### config.mk
export PLATFORM = sky130hd
export DESIGN_NAME = erase_seq
export DESIGN_NICKNAME = d
export VERILOG_FILES = /design/src/rtl/ers_pkg.sv /design/src/rtl/ers_div.sv /design/src/rtl/ers_dp.sv /design/src/rtl/ers_ctl.sv /design/src/rtl/erase_seq.sv
export SDC_FILE = /design/constraint.sdc
export NUM_CORES = 1
export LEC_CHECK = 0
export BUFFER_PORTS_ARGS = -buffer_cell sky130_fd_sc_hd__buf_2
export CAP_MARGIN = 40
export CELL_PAD_IN_SITES_DETAIL_PLACEMENT = 1
export CELL_PAD_IN_SITES_GLOBAL_PLACEMENT = 1
export CORE_MARGIN = 2
export CORE_UTILIZATION = 49
export DETAILED_ROUTE_END_ITERATION = 12
export PLACE_DENSITY = 0.95
export SETUP_SLACK_MARGIN = 0.02
export SYNTH_ARGS = -nofsm -noshare
export SYNTH_HDL_FRONTEND = slang
export SYNTH_SLANG_ARGS = --single-unit
### constraint.sdc
create_clock -name clk -period 7.95 [get_ports clk]
set_input_delay 0.3975 -clock clk [delete_from_list [all_inputs] [get_ports clk]]
set_output_delay 0.3975 -clock clk [all_outputs]
set_load 0.01 [all_outputs]
### src/rtl/ers_pkg.sv
package ers_pkg;

  localparam logic [7:0] OP_ERASE_BLOCK = 8'h50;
  localparam logic [7:0] OP_ERASE_PAGE  = 8'h81;
  localparam logic [7:0] OP_STATUS_RD   = 8'hD7;
  localparam int         BLOCK_PAGES    = 8;

  typedef enum logic [1:0] {
    ERR_NONE    = 2'd0,
    ERR_ALIGN   = 2'd1,
    ERR_TIMEOUT = 2'd2
  } ersErr_e;

  // strobes from control to datapath
  typedef struct packed {
    logic       capture;
    logic       divOff;
    logic       divLen;
    logic       latchStatus;
    logic       advance;
    logic       clrPollTmr;
    logic       clrWaitTmr;
    logic       pollPhase;
    logic [1:0] byteSel;
  } ersStrobe_t;

  // conditions from datapath to control
  typedef struct packed {
    logic divDone;
    logic misaligned;
    logic remZero;
    logic ready;
    logic timedOut;
    logic waitOver;
  } ersFlag_t;

endpackage

### src/rtl/ers_div.sv
module ers_div #(
  parameter int DVD_W = 32,
  parameter int DVS_W = 11
) (
  input  logic             clk,
  input  logic             rst_n,
  input  logic             start,
  input  logic [DVD_W-1:0] dividend,
  input  logic [DVS_W-1:0] divisor,
  output logic             done,
  output logic [DVD_W-1:0] quotient,
  output logic             remNz
);
  localparam int CNT_W = $clog2(DVD_W);

  logic [DVD_W-1:0] quo;
  logic [DVS_W:0]   rem;
  logic [DVS_W-1:0] dvs;
  logic [CNT_W-1:0] cnt;
  logic             run;
  logic [DVS_W:0]   trial;
  logic             fits;

  assign trial = {rem[DVS_W-1:0], quo[DVD_W-1]};
  assign fits  = trial >= {1'b0, dvs};

  always_ff @(posedge clk) begin
    if (!rst_n) begin
      quo  <= '0;
      rem  <= '0;
      dvs  <= '0;
      cnt  <= '0;
      run  <= 1'b0;
      done <= 1'b0;
    end else begin
      done <= 1'b0;
      if (start) begin
        quo <= dividend;
        rem <= '0;
        dvs <= divisor;
        cnt <= CNT_W'(DVD_W - 1);
        run <= 1'b1;
      end else if (run) begin
        quo <= {quo[DVD_W-2:0], fits};
        rem <= fits ? (trial - {1'b0, dvs}) : trial;
        if (cnt == '0) begin
          run  <= 1'b0;
          done <= 1'b1;
        end else begin
          cnt <= cnt - 1'b1;
        end
      end
    end
  end

  assign quotient = quo;
  assign remNz    = |rem;

endmodule

### src/rtl/ers_dp.sv
module ers_dp
  import ers_pkg::*;
#(
  parameter int OFS_W        = 32,
  parameter int PSZ_W        = 11,
  parameter int SHF_W        = 4,
  parameter int TIMEOUT_CYC  = 500_000_000,
  parameter int POLL_GAP_CYC = 750_000
) (
  input  logic             clk,
  input  logic             rst_n,
  input  logic [OFS_W-1:0] reqOffset,
  input  logic [OFS_W-1:0] reqLength,
  input  logic [PSZ_W-1:0] cfgPageSize,
  input  logic [SHF_W-1:0] cfgPageShift,
  input  ersStrobe_t       st,
  input  logic [7:0]       xferRxByte,
  output ersFlag_t         fl,
  output logic [7:0]       txByte
);
  localparam int TMR_W = $clog2(TIMEOUT_CYC + 1);
  localparam int GAP_W = $clog2(POLL_GAP_CYC + 1);
  localparam logic [TMR_W-1:0] TMR_MAX = TMR_W'(TIMEOUT_CYC);
  localparam logic [GAP_W-1:0] GAP_END = GAP_W'(POLL_GAP_CYC - 1);
  localparam logic [OFS_W-1:0] BLK_STEP = OFS_W'(BLOCK_PAGES);

  logic [OFS_W-1:0] capOff, capLen;
  logic [OFS_W-1:0] pageIdx, remPages;
  logic             offNz, lenNz, selLen, readyBit;
  logic [TMR_W-1:0] pollTmr;
  logic [GAP_W-1:0] waitTmr;
  logic             divStart, divDone, divRemNz;
  logic [OFS_W-1:0] divQuo, divIn;
  logic             doBlock;
  logic [15:0]      addrHi;
  logic [7:0]       cmdOp;
  logic [6:0]       unusedStatusBits;

  assign unusedStatusBits = xferRxByte[6:0];

  assign divStart = st.divOff | st.divLen;
  assign divIn    = st.divLen ? capLen : capOff;

  ers_div #(.DVD_W(OFS_W), .DVS_W(PSZ_W)) u_div (
    .clk      (clk),
    .rst_n    (rst_n),
    .start    (divStart),
    .dividend (divIn),
    .divisor  (cfgPageSize),
    .done     (divDone),
    .quotient (divQuo),
    .remNz    (divRemNz)
  );

  assign doBlock = (pageIdx[2:0] == 3'b000) && (remPages >= BLK_STEP);
  assign addrHi  = 16'((pageIdx << cfgPageShift) >> 8);
  assign cmdOp   = doBlock ? OP_ERASE_BLOCK : OP_ERASE_PAGE;

  always_ff @(posedge clk) begin
    if (!rst_n) begin
      capOff   <= '0;
      capLen   <= '0;
      pageIdx  <= '0;
      remPages <= '0;
      offNz    <= 1'b0;
      lenNz    <= 1'b0;
      selLen   <= 1'b0;
      readyBit <= 1'b0;
    end else begin
      if (st.capture) begin
        capOff <= reqOffset;
        capLen <= reqLength;
      end
      if (st.divOff) selLen <= 1'b0;
      if (st.divLen) selLen <= 1'b1;
      if (divDone) begin
        if (selLen) begin
          remPages <= divQuo;
          lenNz    <= divRemNz;
        end else begin
          pageIdx <= divQuo;
          offNz   <= divRemNz;
        end
      end
      if (st.advance) begin
        if (doBlock) begin
          pageIdx  <= pageIdx + BLK_STEP;
          remPages <= remPages - BLK_STEP;
        end else begin
          pageIdx  <= pageIdx + 1'b1;
          remPages <= remPages - 1'b1;
        end
      end
      if (st.latchStatus) readyBit <= xferRxByte[7];
    end
  end

  // cycles since the erase frame ended, saturating
  always_ff @(posedge clk) begin
    if (!rst_n || st.clrPollTmr) pollTmr <= '0;
    else if (pollTmr != TMR_MAX) pollTmr <= pollTmr + 1'b1;
  end

  // idle gap between status frames
  always_ff @(posedge clk) begin
    if (!rst_n || st.clrWaitTmr) waitTmr <= '0;
    else if (waitTmr != GAP_END) waitTmr <= waitTmr + 1'b1;
  end

  always_comb begin
    if (st.pollPhase) begin
      txByte = (st.byteSel == 2'd0) ? OP_STATUS_RD : 8'h00;
    end else begin
      case (st.byteSel)
        2'd0:    txByte = cmdOp;
        2'd1:    txByte = addrHi[15:8];
        2'd2:    txByte = addrHi[7:0];
        default: txByte = 8'h00;
      endcase
    end
  end

  assign fl.divDone    = divDone;
  assign fl.misaligned = offNz | lenNz;
  assign fl.remZero    = (remPages == '0);
  assign fl.ready      = readyBit;
  assign fl.timedOut   = (pollTmr >= TMR_MAX);
  assign fl.waitOver   = (waitTmr == GAP_END);

endmodule

### src/rtl/ers_ctl.sv
module ers_ctl
  import ers_pkg::*;
(
  input  logic       clk,
  input  logic       rst_n,
  input  logic       reqValid,
  input  ersFlag_t   fl,
  input  logic       xferDone,
  output ersStrobe_t st,
  output logic       xferStart,
  output logic       spiCsN,
  output logic       busy,
  output logic       done,
  output logic [1:0] errCode
);
  typedef enum logic [3:0] {
    S_IDLE, S_DOFF, S_DOFF_W, S_DLEN, S_DLEN_W, S_CHECK,
    S_CSEND, S_CWAIT, S_CEND, S_PSEND, S_PWAIT, S_PEVAL,
    S_PGAP, S_NEXT, S_FIN
  } ctlState_e;

  ctlState_e state, nxt;
  logic [1:0] byteIdx;
  ersErr_e    errReg;

  always_comb begin
    nxt          = state;
    st           = '0;
    st.byteSel   = byteIdx;
    st.pollPhase = (state == S_PSEND) || (state == S_PWAIT);
    case (state)
      S_IDLE: if (reqValid) begin
        st.capture = 1'b1;
        nxt        = S_DOFF;
      end
      S_DOFF: begin
        st.divOff = 1'b1;
        nxt       = S_DOFF_W;
      end
      S_DOFF_W: if (fl.divDone) nxt = S_DLEN;
      S_DLEN: begin
        st.divLen = 1'b1;
        nxt       = S_DLEN_W;
      end
      S_DLEN_W: if (fl.divDone) nxt = S_CHECK;
      S_CHECK: nxt = (fl.misaligned || fl.remZero) ? S_FIN : S_CSEND;
      S_CSEND: nxt = S_CWAIT;
      S_CWAIT: if (xferDone) begin
        if (byteIdx == 2'd3) begin
          st.clrPollTmr = 1'b1;
          nxt           = S_CEND;
        end else begin
          nxt = S_CSEND;
        end
      end
      S_CEND:  nxt = S_PSEND;
      S_PSEND: nxt = S_PWAIT;
      S_PWAIT: if (xferDone) begin
        if (byteIdx == 2'd1) begin
          st.latchStatus = 1'b1;
          nxt            = S_PEVAL;
        end else begin
          nxt = S_PSEND;
        end
      end
      S_PEVAL: begin
        if (fl.ready) begin
          st.advance = 1'b1;
          nxt        = S_NEXT;
        end else if (fl.timedOut) begin
          nxt = S_FIN;
        end else begin
          st.clrWaitTmr = 1'b1;
          nxt           = S_PGAP;
        end
      end
      S_PGAP:  if (fl.waitOver) nxt = S_PSEND;
      S_NEXT:  nxt = fl.remZero ? S_FIN : S_CSEND;
      S_FIN:   nxt = S_IDLE;
      default: nxt = S_IDLE;
    endcase
  end

  always_ff @(posedge clk) begin
    if (!rst_n) begin
      state   <= S_IDLE;
      byteIdx <= 2'd0;
      errReg  <= ERR_NONE;
    end else begin
      state <= nxt;
      case (state)
        S_CHECK: begin
          byteIdx <= 2'd0;
          errReg  <= fl.misaligned ? ERR_ALIGN : ERR_NONE;
        end
        S_CWAIT: if (xferDone) byteIdx <= byteIdx + 2'd1;
        S_CEND:  byteIdx <= 2'd0;
        S_PWAIT: if (xferDone) byteIdx <= (byteIdx == 2'd1) ? 2'd0 : 2'd1;
        S_PEVAL: begin
          byteIdx <= 2'd0;
          if (!fl.ready && fl.timedOut) errReg <= ERR_TIMEOUT;
        end
        S_NEXT:  byteIdx <= 2'd0;
        default: ;
      endcase
    end
  end

  assign busy      = (state != S_IDLE);
  assign done      = (state == S_FIN);
  assign errCode   = done ? errReg : ERR_NONE;
  assign xferStart = (state == S_CSEND) || (state == S_PSEND);
  assign spiCsN    = !((state == S_CSEND) || (state == S_CWAIT) ||
                       (state == S_PSEND) || (state == S_PWAIT));

endmodule

### src/rtl/erase_seq.sv
module erase_seq
  import ers_pkg::*;
#(
  parameter int OFS_W        = 32,
  parameter int PSZ_W        = 11,
  parameter int SHF_W        = 4,
  parameter int TIMEOUT_CYC  = 500_000_000,
  parameter int POLL_GAP_CYC = 750_000
) (
  input  logic             clk,
  input  logic             rst_n,
  input  logic             reqValid,
  input  logic [OFS_W-1:0] reqOffset,
  input  logic [OFS_W-1:0] reqLength,
  input  logic [PSZ_W-1:0] cfgPageSize,
  input  logic [SHF_W-1:0] cfgPageShift,
  output logic             busy,
  output logic             done,
  output logic [1:0]       errCode,
  output logic             spiCsN,
  output logic             xferStart,
  output logic [7:0]       xferTxByte,
  input  logic             xferDone,
  input  logic [7:0]       xferRxByte
);
  ersStrobe_t st;
  ersFlag_t   fl;

  ers_ctl u_ctl (
    .clk       (clk),
    .rst_n     (rst_n),
    .reqValid  (reqValid),
    .fl        (fl),
    .xferDone  (xferDone),
    .st        (st),
    .xferStart (xferStart),
    .spiCsN    (spiCsN),
    .busy      (busy),
    .done      (done),
    .errCode   (errCode)
  );

  ers_dp #(
    .OFS_W        (OFS_W),
    .PSZ_W        (PSZ_W),
    .SHF_W        (SHF_W),
    .TIMEOUT_CYC  (TIMEOUT_CYC),
    .POLL_GAP_CYC (POLL_GAP_CYC)
  ) u_dp (
    .clk          (clk),
    .rst_n        (rst_n),
    .reqOffset    (reqOffset),
    .reqLength    (reqLength),
    .cfgPageSize  (cfgPageSize),
    .cfgPageShift (cfgPageShift),
    .st           (st),
    .xferRxByte   (xferRxByte),
    .fl           (fl),
    .txByte       (xferTxByte)
  );

endmodule

==> summary by stage, run 1 <==
STA
The maximum clock frequency is about 260 MHz. At the pin with the least slew margin, the transition time is about 1100 ps. Setup repair after global routing left no endpoint under its margin.

Headroom to the max-slew limit came out at 25.1%. The final setup skew is 18.4 ps. The count of pins over their slew limit is 0.

After routing, the total negative slack on setup checks comes to 0 ps. The final hold violation count is 0. In the finished design, the share of the clock period the worst path needs comes to around 48%. The final number of setup-violating endpoints is 0.

The smallest clock period supported by the final layout is computed as about 3800 ps. Across all hold checks on the routed design, the worst slack comes to roughly 68 ps.

CTS
After clock tree synthesis, the clock-pin slew on the worst setup and hold paths is around 70 ps. CTS built an H-tree with a depth of 1. Buffers added to address setup during post-CTS repair amount to 0. The maximum root-to-sink buffer count is 3. The hold buffer count at cts is 0. For the worst-skew pair, the clock arrives at the later sink with an insertion delay of ~560 ps. In this run the clock root is driven by a sky130_fd_sc_hd__clkbuf_16. The clock tree from TritonCTS is built. The number of buffers created by CTS is 28. The clock drives around 240 sinks. Gates resized during post-CTS repair numbered 0.

Yosys
Synthesis produced 1621 cells. The share of flip-flops with an asynchronous set or reset is 0%. Counting flops and latches in the post-synthesis netlist gives ~240. Summed over its instances, the top area cell type makes up a little under two fifths of the synthesized netlist area. The synthesized design contains 0 enable-type register cells.

In the synthesized netlist the dominant register cell turns out to be sky130_fd_sc_hd__dfxtp_1. By count the netlist is led by sky130_fd_sc_hd__dfxtp_1 (243), sky130_fd_sc_hd__nand2_1 (243), sky130_fd_sc_hd__a21oi_1 (156), sky130_fd_sc_hd__nor2_1 (135), sky130_fd_sc_hd__clkbuf_1 (96). The post-synthesis average cell area is roughly 8 um^2. Synthesis instantiated between 80 and 90 different standard cells from the library. Yosys printed 0 warnings. The total standard cell area after synthesis is between 10000 and 15000 um^2. The cell accounting for the most synthesized area is sky130_fd_sc_hd__dfxtp_1. When the netlist entered floorplanning its net count stood at around 1700. By area the synthesized netlist is led by sky130_fd_sc_hd__dfxtp_1 (37%), sky130_fd_sc_hd__nand2_1 (7.0%), sky130_fd_sc_hd__a21oi_1 (5.9%). Sequential elements use 37.1% of the synthesized area.

Floorplan
For this configuration, the core starts out at a cell density of about half. During I/O placement, the number of pins put on the boundary was 105. The die is 168 um wide. The row count is 59. The die covers 28100 um^2. The core footprint is between 20000 and 30000 um^2.

In this run the vertical extent of the chip is roughly 170 um.

Cells and area
0 antenna diodes ended up in the layout. The growth of design area from synthesis to finish is 12.2%. The post-route netlist has 12.2% of its cells at a drive strength greater than 1.

The total number of nets in the final design is between 1500 and 2000. The post-layout instance area is about 15000 um^2. For this run, the share of the core covered by cells in the final layout is approximately 56%.

Setup path
The required time reported for the critical path endpoint is about 7600 ps. Tracing the worst setup path back leads to its startpoint at u_dp.remPages[12]$_SDFFE_PN0P_. The maximum fanout count along the critical path is 10.

For the worst setup path, the data arrival time is 3380 ps. The register-to-register setup slack is about 4300 ps. For the worst flop-to-flop path, the logic depth is 8.

The capture point of the worst reg-to-reg path is u_dp.pageIdx[16]$_SDFFE_PN0P_. The most critical setup path has its endpoint at xferTxByte[7]. In this run the critical register-to-register path is launched from u_ctl.state[1]$_SDFFE_PN0P_. STA classifies the critical path startpoint as a flip-flop. The critical path is of the reg2out type. The worst setup path is captured at a primary output.

Route
Before antenna repair, the detailed router went through 5 iterations. The via count is between 10000 and 15000. The wire length reported by the detailed router is roughly 49000 um. The wire length per cell is around 24 um. For this run, design rule violations remaining after detail routing come to 0. The detail route stage leaves a number of antenna-violating nets equal to 0. Using the TritonRoute via totals, the vias-per-cell ratio works out to a little under 7. The first routing iteration left about 1300 violations.

Global route
The first-pass GRT wire length is about 78000 um. Across every metal layer, demand over resource in global routing totals ~34%. The number of global-route vias before repair is around 14000. The total congestion overflow after global routing is 0.

Entering global routing, the biggest net connects 83 pins. The initial antenna violation count is 1.

Hold path
The min-delay analysis places its worst path in the category in2reg. The worst hold path was traced through 3 stages.

Place
Summing all placed instances gives a cell area of about 14000 um^2. The global placement routability congestion is approximately 0.89. The HPWL after detailed placement is 28900 um. The number of buffer cells added on primary ports is 97.

Power
After layout, the design draws a total of roughly 4.6 mW. The power density over cell area is 313 nW/um^2. The peak ir drop on the vdd network is 0.183 mV.

In this run the static leakage power is 5.34 nW.

Outcome
The flow ran to the end, and the final reports show no timing, DRC or antenna violations.

Flow run
The tool flagged a number of max-cap violations equal to 0.
## flip-flops by register name, summed over array words and instances (netlist names)
signal / count
u_ctl.byteIdx: 2
u_ctl.errReg: 2
u_ctl.state: 4
u_dp.capLen: 32
u_dp.capOff: 32
u_dp.lenNz: 1
u_dp.offNz: 1
u_dp.pageIdx: 24
u_dp.pollTmr: 29
u_dp.readyBit: 1
u_dp.remPages: 32
u_dp.selLen: 1
u_dp.u_div.cnt: 5
u_dp.u_div.done: 1
u_dp.u_div.dvs: 11
u_dp.u_div.quotient: 32
u_dp.u_div.rem: 12
u_dp.u_div.run: 1
u_dp.waitTmr: 20
## cell usage in the layout (no fill, tap or decap), drive strengths merged, types with 14 or more instances in the layout
| master | count |
|---|---|
| nand2 | 244 |
| dfxtp | 243 |
| a21oi | 156 |
| nor2 | 136 |
| buf | 113 |
| a211oi | 95 |
| o21ai | 62 |
| mux2i | 57 |
| nor2b | 45 |
| nand3 | 44 |
| clkbuf | 42 |
| inv | 38 |
| nor3 | 34 |
| xnor2 | 31 |
| xor2 | 27 |
| ha | 27 |
| mux4 | 20 |
| nand4 | 18 |
| and3 | 18 |
| nor4 | 18 |
| a311oi | 15 |
| and2 | 15 |
| o211ai | 14 |
| or3 | 14 |
## cell families after synthesis
logic type	synth area share (%)
mux	8.38
fa+ha+maj	2.73
simple gates	22.6
flops	37.1
xor+xnor	3.87
buf+inv	4.38
compound gates	21.0
## how the worst min path moves through the flow
stage	from	end	slack [ps]
global route	reqOffset[4]	u_dp.capOff[4]$_SDFFE_PN0P_	90
finish	reqOffset[27]	u_dp.capOff[27]$_SDFFE_PN0P_	70
detailed placement	u_dp.capOff[1]$_SDFFE_PN0P_	u_dp.capOff[1]$_SDFFE_PN0P_	450
global placement	u_dp.capLen[0]$_SDFFE_PN0P_	u_dp.capLen[0]$_SDFFE_PN0P_	440
floorplan	u_dp.capOff[10]$_SDFFE_PN0P_	u_dp.capOff[10]$_SDFFE_PN0P_	430
CTS	reqOffset[27]	u_dp.capOff[27]$_SDFFE_PN0P_	80
## power breakdown
part           switching [mW]  total, mW  leakage [nW]  internal [mW]
combinational            1.01       1.61          2.91          0.593
sequential              0.258       1.68          1.98           1.42
clock                   0.540       1.32         0.453          0.783
total                    1.81       4.61          5.34           2.80
## routing by layer
metal	global-route usage, %	wire length, um	vias to the layer above
li1	-	-	5880
met1	40.6	18400	6605
met2	59.8	23700	846
met3	5.84	3900	277
met4	17.5	2790	0
met5	0	0	-
## metrics by stage
step / cells / worst slack (ps)
after global placement: 1951 / 4870
after global routing: 2005 / 4130
final: 2005 / 4170
after floorplan: 1621 / 5100
after detailed placement: 1955 / 4580
after CTS: 2004 / 4310
## worst max-delay path, cell delays in order, from the launching register on
cell                       delay [ps]
sky130_fd_sc_hd__dfxtp_1          400
sky130_fd_sc_hd__nor4_1           620
sky130_fd_sc_hd__nand4_1          350
sky130_fd_sc_hd__o41ai_2          560
sky130_fd_sc_hd__buf_4            270
sky130_fd_sc_hd__a22oi_1          120
sky130_fd_sc_hd__o221ai_1         300
sky130_fd_sc_hd__buf_2            200
## cell type report
cell class,instances,area (um^2)
clock inverter,7,87.6
multi-input combinational,1226,7720
fill,3083,11500
clock buffer,42,835
sequential,243,4870
timing repair buffer,113,646
inverter,39,149
tap,335,419
Power figures use the tool's default switching activity.
==> run 2, diff against run 1 <==
Settings changed: CORE_UTILIZATION 49 to 41, PLACE_DENSITY 0.95 to 0.87.
Clock period 7.95 ns to 3.1 ns, I/O delays scaled along.
==> run 2 against run 1 <==
Against the previous run: clock power rose to 2.6 times the previous value; sequential share of layout area fell by 2.2 points; register-to-register slack got worse by 3900 ps; power rose to 2.5 times the previous value; flip-flop and latch count did not move; largest power group unchanged.
==> summary by stage, run 2 (synthesized netlist as in run 1, its figures left out) <==
Cells and area
The library cells used most frequently in the layout, excluding fill and tap cells, are sky130_fd_sc_hd__nand2_1 (242), sky130_fd_sc_hd__dfxtp_1 (241), sky130_fd_sc_hd__a21oi_1 (156), sky130_fd_sc_hd__nor2_1 (135), sky130_fd_sc_hd__buf_2 (97). The growth of design area from synthesis to finish is 20.1%. After the flow finishes, the layout carries non-filler instances totaling between 2000 and 2500. The filler cells instantiated in the layout total 3740. Leaving out fill and tap cells, the most frequent cell in the layout is sky130_fd_sc_hd__nand2_1. At the end of the flow, the number of nets in the layout was around 1900. The post-route netlist has between 10 and 15% of its cells at a drive strength greater than 1. Summing all non-filler instances in the final layout gives an area of 15800 um^2.

STA
The maximum clock frequency is 331 MHz. The final setup skew is about 15 ps. The ratio of final minimum period to clock period is between 90% and 100%. The final hold violation count was 0.

Across all setup checks in the final design, the least slack found is between 70 and 80 ps. The time the final worst path needs with I/O delays and setup is between 3000 and 4000 ps. The count of pins over their slew limit is 0.

The worst hold slack across all endpoints is 63.8 ps. The transition at the pin with the smallest max-transition slack is 766 ps. The final number of setup-violating endpoints is 0. The max-slew headroom at the worst pin is between 40% and 50%.

Global route
The number of global-route vias before repair is 13400. The pin count of the biggest net entering global routing is around 110. The total congestion overflow after global routing is 0. The combined global-route utilization of all metal layers is roughly 25%.

The initial antenna violation count is 1. The first-pass GRT wire length is 69400 um.

Route
After detailed routing, the number of remaining DRC violations is 0. The via count is 12900. The remaining antenna violation count after routing is 0. The wire length reported by the detailed router is 42700 um. The highest layer touched by signal routing is met4. After detailed routing, the number of vias per cell comes to just under 6. The starting DRC count in detailed routing is around 700. Summed over all nets, wire length on met3 after detailed routing comes to between 1500 and 2000 um.

The first-pass iteration count of the detailed router is 5. After detailed routing, the met2 layer carries 21400 um of wire. For this block, wires on met1 add up to 18100 um.

The wire length per cell is ~20 um.

Floorplan
The core footprint is 31600 um^2. The number of I/O pins is approximately 110. Measured along the y axis, the die boundary spans between 150 and 200 um. The overall die width is 183 um. The initialized floorplan defines 65 standard-cell rows.

Once the floorplan was initialized, standard cells occupied 41.6% of the core. The die outline area is between 30000 and 40000 um^2.

CTS
The number of buffers created by CTS is 27. The clock tree from TritonCTS is built. The maximum root-to-sink buffer count is 3. The CTS clock-pin slew for the worst setup and hold paths is around 60 ps. The CTS root buffer is sky130_fd_sc_hd__clkbuf_16. The post-CTS repair timing setup buffer count is 0. The clock latency on the worst-skew pair is between 500 and 600 ps.

The number of levels the H-tree was split into is 1. The number of clock sinks is 243.

Flow run
The number of violations of the max-capacitance limit is 0.

Outcome
The run finished with clean final reports.

Place
The placed cell count is slightly above 2000. The global placement routability congestion is between 0.9 and 1. Buffers placed on the I/O ports in this run total 97. At the placement stage, the worst setup path has a slack of 430 ps. The HPWL after detailed placement is about 27000 um. The placed instances occupy a cell area of about 14000 um^2.

Power
VDD sags by at most between 0.4 and 0.5 mV. The power density over cell area is about 750 nW/um^2. In this run the static leakage power is 5.77 nW.

Setup path
Along the worst path, the maximum fanout reaches 11. Data on the critical path arrives at its endpoint at approximately 2900 ps. The critical path is of the reg2out type. The required time reported for the critical path endpoint is a little under 3000 ps.

STA classifies the critical path endpoint as a primary output. The worst setup path is launched from a flip-flop.

Hold path
The min-delay analysis places its worst path in the category in2reg.
-- run 2: final cells by class --
cell class / count / area, um^2 / share of cell area [%]
antenna: 1 / 2.50 / 0.0159
sequential: 243 / 4870 / 30.9
multi-input combinational: 1226 / 7740 / 49.1
timing repair buffer: 206 / 1540 / 9.79
clock buffer: 38 / 777 / 4.93
inverter: 39 / 149 / 0.944
clock inverter: 11 / 183 / 1.16
tap: 402 / 503 / 3.19
-- run 2: through the flow --
| step | power [mW] | util, % | setup TNS (ps) |
|---|---|---|---|
| floorplan | 6.91 | - | 0 |
| global placement | 7.88 | 44.4 | 0 |
| detailed placement | 8.10 | 44.4 | 0 |
| CTS | 11.7 | 49.9 | 0 |
| global route | 12.4 | 50.0 | -117 |
| finish | 11.7 | 50.0 | 0 |
-- run 2: worst max-delay path: stages, from the launching register on --
cell	delay [ps]
sky130_fd_sc_hd__dfxtp_1	390
sky130_fd_sc_hd__nor4_4	360
sky130_fd_sc_hd__nand4_1	210
sky130_fd_sc_hd__buf_4	220
sky130_fd_sc_hd__o41ai_2	310
sky130_fd_sc_hd__buf_4	270
sky130_fd_sc_hd__a22oi_1	110
sky130_fd_sc_hd__o211ai_1	270
sky130_fd_sc_hd__buf_2	190
-- run 2: worst paths after layout --
kind / from / endpoint / slack, ps / depth (start not counted)
worst max register to register: u_dp.remPages[17]$_SDFFE_PN0P_ / u_dp.remPages[31]$_SDFFE_PN0P_ / 400 / 7
worst min-delay path: xferDone / u_ctl.state[0]$_SDFFE_PN0P_ / 60 / 4
worst max-delay path: u_dp.remPages[11]$_SDFFE_PN0P_ / xferTxByte[0] / 80 / 8
worst min register to register: u_dp.capOff[14]$_SDFFE_PN0P_ / u_dp.capOff[14]$_SDFFE_PN0P_ / 450 / 2
-- run 2: power breakdown --
part           total, mW  switching, mW  internal [mW]  leakage [nW]
Combinational       4.03           2.38           1.65          3.32
Sequential          4.24          0.598           3.64          1.98
Clock               3.48           1.33           2.15         0.472
-- run 2: what timing repair did --
action	4_1_cts	5_1_grt
endpoints found under the setup margin	0	2
hold endpoints to repair	76	0
hold buffers	76	0
resized for setup	0	3
-- run 2: per-layer routing --
metal,track usage (%),up-vias
li1,-,6085
met5,0,-
met3,3.16,97
met1,30.6,6389
met2,45.9,341
met4,8.26,0
==> run 3, diff against run 2 <==
Settings changed: CAP_MARGIN 40 to default, CORE_UTILIZATION 41 to 47, CTS_BUF_LIST from default to sky130_fd_sc_hd__clkbuf_4, PLACE_DENSITY 0.87 to 0.94.
Clock period 3.1 ns to 3 ns, I/O delays scaled along.
==> run 3 against run 2 <==
Against the previous run: the run now fails in 5_1_grt; synthesized area unchanged; synthesized cell count unchanged.
==> summary by stage, run 3 <==
Yosys
The commonest cells after synthesis are sky130_fd_sc_hd__dfxtp_1 (243), sky130_fd_sc_hd__nand2_1 (243), sky130_fd_sc_hd__a21oi_1 (156), sky130_fd_sc_hd__nor2_1 (135), sky130_fd_sc_hd__clkbuf_1 (96). When the netlist entered floorplanning its net count stood at about 1700. The top cell type by area accounts for between 30% and 40% of the synthesized area.

The synthesized instance count is ~1600. The number of enable-type register cells in the synthesized netlist is 0. The synthesized netlist occupies a cell area of about 13000 um^2. The number of warnings printed during yosys synthesis is 0. The most used flip-flop cell after synthesis is sky130_fd_sc_hd__dfxtp_1.

The share of the Yosys chip area taken by registers is 37.1%. A synthesized cell averages ~8 um^2. The synthesized design contains ~240 register bits. The share of flip-flops with an asynchronous set or reset is 0%.

The cell accounting for the most synthesized area is sky130_fd_sc_hd__dfxtp_1. In the post-synthesis netlist, the biggest area contributors are sky130_fd_sc_hd__dfxtp_1 (37%), sky130_fd_sc_hd__nand2_1 (7.0%), sky130_fd_sc_hd__a21oi_1 (5.9%). The count of distinct cell types in the synthesized netlist is 84.

Floorplan
The initial utilization of the core area, before any placement, comes to between 40% and 50%. The floorplan has 61 rows. The number of I/O pins is 105. The y dimension of the die is 171 um.

The overall die width is 171 um.

Global route
Entering global routing, the biggest net connects approximately 130 pins. The combined global-route utilization of all metal layers is about 72%. Global routing finished with a remaining overflow of between 40 and 50. The initial antenna violation count was 22.

CTS
The number of clock buffers added by TritonCTS is a little under 70. The maximum root-to-sink buffer count is 3. Clock tree synthesis selected as its root buffer the cell sky130_fd_sc_hd__clkbuf_4. The number of clock sinks is between 200 and 250.

The clock tree synthesis step divided the H-tree into 3 levels.

Place
Port buffering added 97 buffers. Detailed placement ended at an HPWL of about 29000 um. The global placement routability congestion is around 0.97.

Outcome
The first error in the log reads "[ERROR GRT-0232] Routing congestion too high. Check the congestion heatmap in the GUI". The run stopped with a tool error. The terminating stage of the flow is 5_1_grt.

STA
After the last repair the worst path ends at an output port. When the global-route repair_timing finished, the worst setup path ended at xferTxByte[6].
-- run 3: timing repair --
item / CTS
hold buffers: 79
cloned: 0
gates resized for setup: 15
pin swaps: 3
endpoints found under the hold margin: 98
buffers inserted: 3
endpoints found under the setup margin: 11
-- run 3: metal layers --
metal | global-route usage, % | overflow
met4 | 73.7 | 26
met1 | 69.9 | 0
met3 | 61.6 | 0
met5 | 33.7 | 0
met2 | 87.1 | 20
-- run 3: cell families after synthesis --
| family | count (synthesis) | synth area share [%] |
|---|---|---|
| simple gates | 625 | 22.6 |
| compound gates | 431 | 21.0 |
| flops | 243 | 37.1 |
| buf+inv | 152 | 4.38 |
| mux | 84 | 8.38 |
| xor+xnor | 58 | 3.87 |
| fa+ha+maj | 28 | 2.73 |
-- run 3: stage by stage --
step | instance area, um^2 | std cells | hold WS (ps) | setup slack [ps]
2_1_floorplan | 13100 | 1621 | 286 | 474
3_3_place_gp | 14000 | 2021 | 392 | 280
3_5_place_dp | 14000 | 2021 | 401 | 83.3
4_1_cts | 15700 | 2221 | 89.3 | 22.0
==> run 4, diff against run 3 <==
Settings changed: CELL_PAD_IN_SITES_DETAIL_PLACEMENT 1 to default, CELL_PAD_IN_SITES_GLOBAL_PLACEMENT 1 to default, CORE_UTILIZATION 47 to 40, CTS_BUF_LIST sky130_fd_sc_hd__clkbuf_4 to default, PLACE_DENSITY 0.94 to default, PLACE_DENSITY_LB_ADDON from default to 0.15, SETUP_SLACK_MARGIN 0.02 to default.
==> run 4 against run 3 <==
Against the previous run: the flow now finishes without violations.
==> summary by stage, run 4 (synthesized netlist as in run 1, its figures left out) <==
CTS
The number of clock buffers added by TritonCTS is 29. The number of clock sinks is 243. TritonCTS built the clock tree. The clock latency on the worst-skew pair is 560 ps. The CTS clock-pin slew for the worst setup and hold paths is around 60 ps. The number of levels the H-tree was split into is 1. The maximum root-to-sink buffer count is 3.

Clock tree synthesis selected as its root buffer the cell sky130_fd_sc_hd__clkbuf_16.

Route
The first TritonRoute pass finished after 5 iterations. In the routed design, unresolved DRC markers number 0. Summed over all layers, the routed wires come to about 36000 um. The detail route stage leaves a number of antenna-violating nets equal to 0. After detailed routing, the average wire length per cell comes to between 15 and 20 um. The via density per instance is between 5 and 6. The starting DRC count in detailed routing is between 700 and 800. The routed layout has around 12000 vias.

Setup path
The register-to-register setup slack is about 310 ps. The startpoint identified for the worst register-to-register timing path is u_dp.pageIdx[1]$_SDFFE_PN0P_. In this run the worst path has a maximum fanout of 6. The required time reported for the critical path endpoint is 2850 ps. The data arrival time of the critical path is around 2700 ps.

The worst setup path is of the reg2out kind. The capturing element type of the critical path is a primary output. In this run the critical register-to-register path is captured at u_dp.remPages[25]$_SDFFE_PN0P_. The count of cells along the worst register-to-register path is 8.

The worst setup path is launched from a flip-flop.

STA
The maximum clock frequency is 346 MHz. At the pin with the least slew margin, the transition time is approximately 870 ps. The time the final worst path needs with I/O delays and setup is 2890 ps. The worst pin sits at a relative slew slack of around two fifths. The final setup skew is about 12 ps. The count of pins over their slew limit is 0.

Across all setup checks in the final design, the least slack found is 110 ps. Dividing the final minimum period by the clock period gives a little over nine tenths. The total negative slack is 0 ps.

Setup violations remaining at the end of the flow were counted as 0. The final hold violation count came to 0.

Global route
The initial antenna violation count was 0. The combined global-route utilization of all metal layers is 21.2%. The number of global-route vias before repair came to ~12000.

The total congestion overflow after global routing is 0. The first-pass GRT wire length is between 50000 and 60000 um. Entering global routing, the biggest net connects 88 pins.

Floorplan
The core footprint is 32500 um^2. The number of I/O pins is approximately 110. The row count is 66. The floorplan step set the die width to 185 um. The y dimension of the die is 185 um.

For this configuration, the core starts out at a cell density of about 40%. The floorplan step defined a die boundary enclosing ~34000 um^2.

Cells and area
Summing all multi-input logic gate instances after layout gives around 7800 um^2. 0 antenna diodes ended up in the layout. The net count of the finished layout is between 1500 and 2000. In the layout the commonest cells are sky130_fd_sc_hd__nand2_1 (242), sky130_fd_sc_hd__dfxtp_1 (241), sky130_fd_sc_hd__a21oi_1 (156), sky130_fd_sc_hd__nor2_1 (135), sky130_fd_sc_hd__buf_2 (97). The filler cells instantiated in the layout total 3136. The area taken by flip-flops and latches is 4870 um^2.

Leaving out fill and tap cells, the most frequent cell in the layout is sky130_fd_sc_hd__nand2_1. The proportion of layout cells with a drive suffix above 1 is roughly 14%. The final cell count without fillers is 2223. The area growth from synthesis to layout is 21.4%.

Power
The power density over cell area is roughly 740 nW/um^2. The net switching fraction of the power is a little over a third. Cell internal power was estimated by the tool at approximately 7.5 mW. Summed over all cells, the static leakage comes to between 5 and 6 nW. The fraction of power consumed by the clock network is between 20% and 30%. The worst-case IR drop observed on VDD is 0.460 mV.

In this run, the combinational gates consume 34.9% of the power. The switching power is ~4.3 mW. The sequential share of power is a little over a third.

Hold path
For hold timing, the worst endpoint is u_dp.readyBit$_SDFFE_PN0P_. The count of cells along the worst hold path is 3. The path class of the tightest hold or removal check is in2reg. The critical hold path startpoint is rst_n.

Place
At the placement stage, the worst setup path has a slack of 325 ps. The HPWL after detailed placement is 24800 um. The global placement routability congestion is around 0.93.

The number of buffer cells added on primary ports is 97. In this run, placement finished with an instance count of 2092.

Flow run
The number of violations of the max-capacitance limit is 0.

Outcome
The flow ran to the end, and the final reports show no timing, DRC or antenna violations.
-- run 4: layer usage --
layer | global-route usage (%) | up-vias | wire length, um
li1 | - | 6105 | -
met1 | 30.8 | 5697 | 18100
met2 | 33.4 | 296 | 16000
met3 | 2.54 | 41 | 1700
met4 | 5.24 | 0 | 750
met5 | 0 | - | 0
-- run 4: timing repair --
| action | CTS | global route |
|---|---|---|
| setup buffers | 0 | 3 |
| hold endpoints to repair | 77 | 0 |
| resized for setup | 2 | 7 |
| pin swaps | 0 | 4 |
| endpoints found under the setup margin | 4 | 4 |
| gates cloned | 0 | 1 |
| hold buffers | 77 | 0 |
-- run 4: how the worst max path moves through the flow --
stage / startpoint / endpoint / slack (ps)
2_1_floorplan: u_dp.remPages[17]$_SDFFE_PN0P_ / u_dp.remPages[25]$_SDFFE_PN0P_ / 470
3_3_place_gp: u_dp.remPages[11]$_SDFFE_PN0P_ / u_dp.pageIdx[22]$_SDFFE_PN0P_ / 390
3_5_place_dp: u_dp.remPages[11]$_SDFFE_PN0P_ / u_dp.pageIdx[22]$_SDFFE_PN0P_ / 320
4_1_cts: u_dp.remPages[11]$_SDFFE_PN0P_ / xferTxByte[7] / 10
5_1_grt: u_dp.remPages[12]$_SDFFE_PN0P_ / xferTxByte[0] / -3
6_report: u_dp.remPages[12]$_SDFFE_PN0P_ / xferTxByte[0] / 110
-- run 4: critical path, cell delays in order, from the launching register on --
cell	delay, ps
sky130_fd_sc_hd__dfxtp_1	360
sky130_fd_sc_hd__nor4_4	320
sky130_fd_sc_hd__nand4_1	190
sky130_fd_sc_hd__buf_4	200
sky130_fd_sc_hd__o41ai_4	420
sky130_fd_sc_hd__buf_6	200
sky130_fd_sc_hd__a22oi_1	90
sky130_fd_sc_hd__o211ai_1	240
sky130_fd_sc_hd__buf_2	170
-- run 4: power groups by stage --
| stage | Clock [mW] | Sequential [mW] | Combinational [mW] |
|---|---|---|---|
| final | 3.41 | 4.31 | 4.14 |
| after global routing | 3.63 | 4.38 | 4.59 |
| after CTS | 3.51 | 4.29 | 4.12 |
| after detailed placement | 0 | 4.36 | 4.03 |
| after global placement | 0 | 4.35 | 3.99 |
| after floorplan | 0 | 4.11 | 3.03 |
-- run 4: final cells by class --
type                       count  area share (%)
sequential                   243            30.6
clock buffer                  44            5.29
multi-input combinational   1226            48.8
tap                          442            3.47
inverter                      39           0.935
timing repair buffer         223            10.5
clock inverter                 6           0.479
-- run 4: stage by stage --
stage / util, % / total power, mW / cell area, um^2 / hold WS [ps]
2_1_floorplan: - / 7.14 / 13100 / 286
3_3_place_gp: 43.6 / 8.34 / 14100 / 389
3_5_place_dp: 43.6 / 8.39 / 14100 / 397
4_1_cts: 48.8 / 11.9 / 15900 / 73.6
5_1_grt: 49.1 / 12.6 / 15900 / 134
6_report: 49.1 / 11.9 / 15900 / 83.1
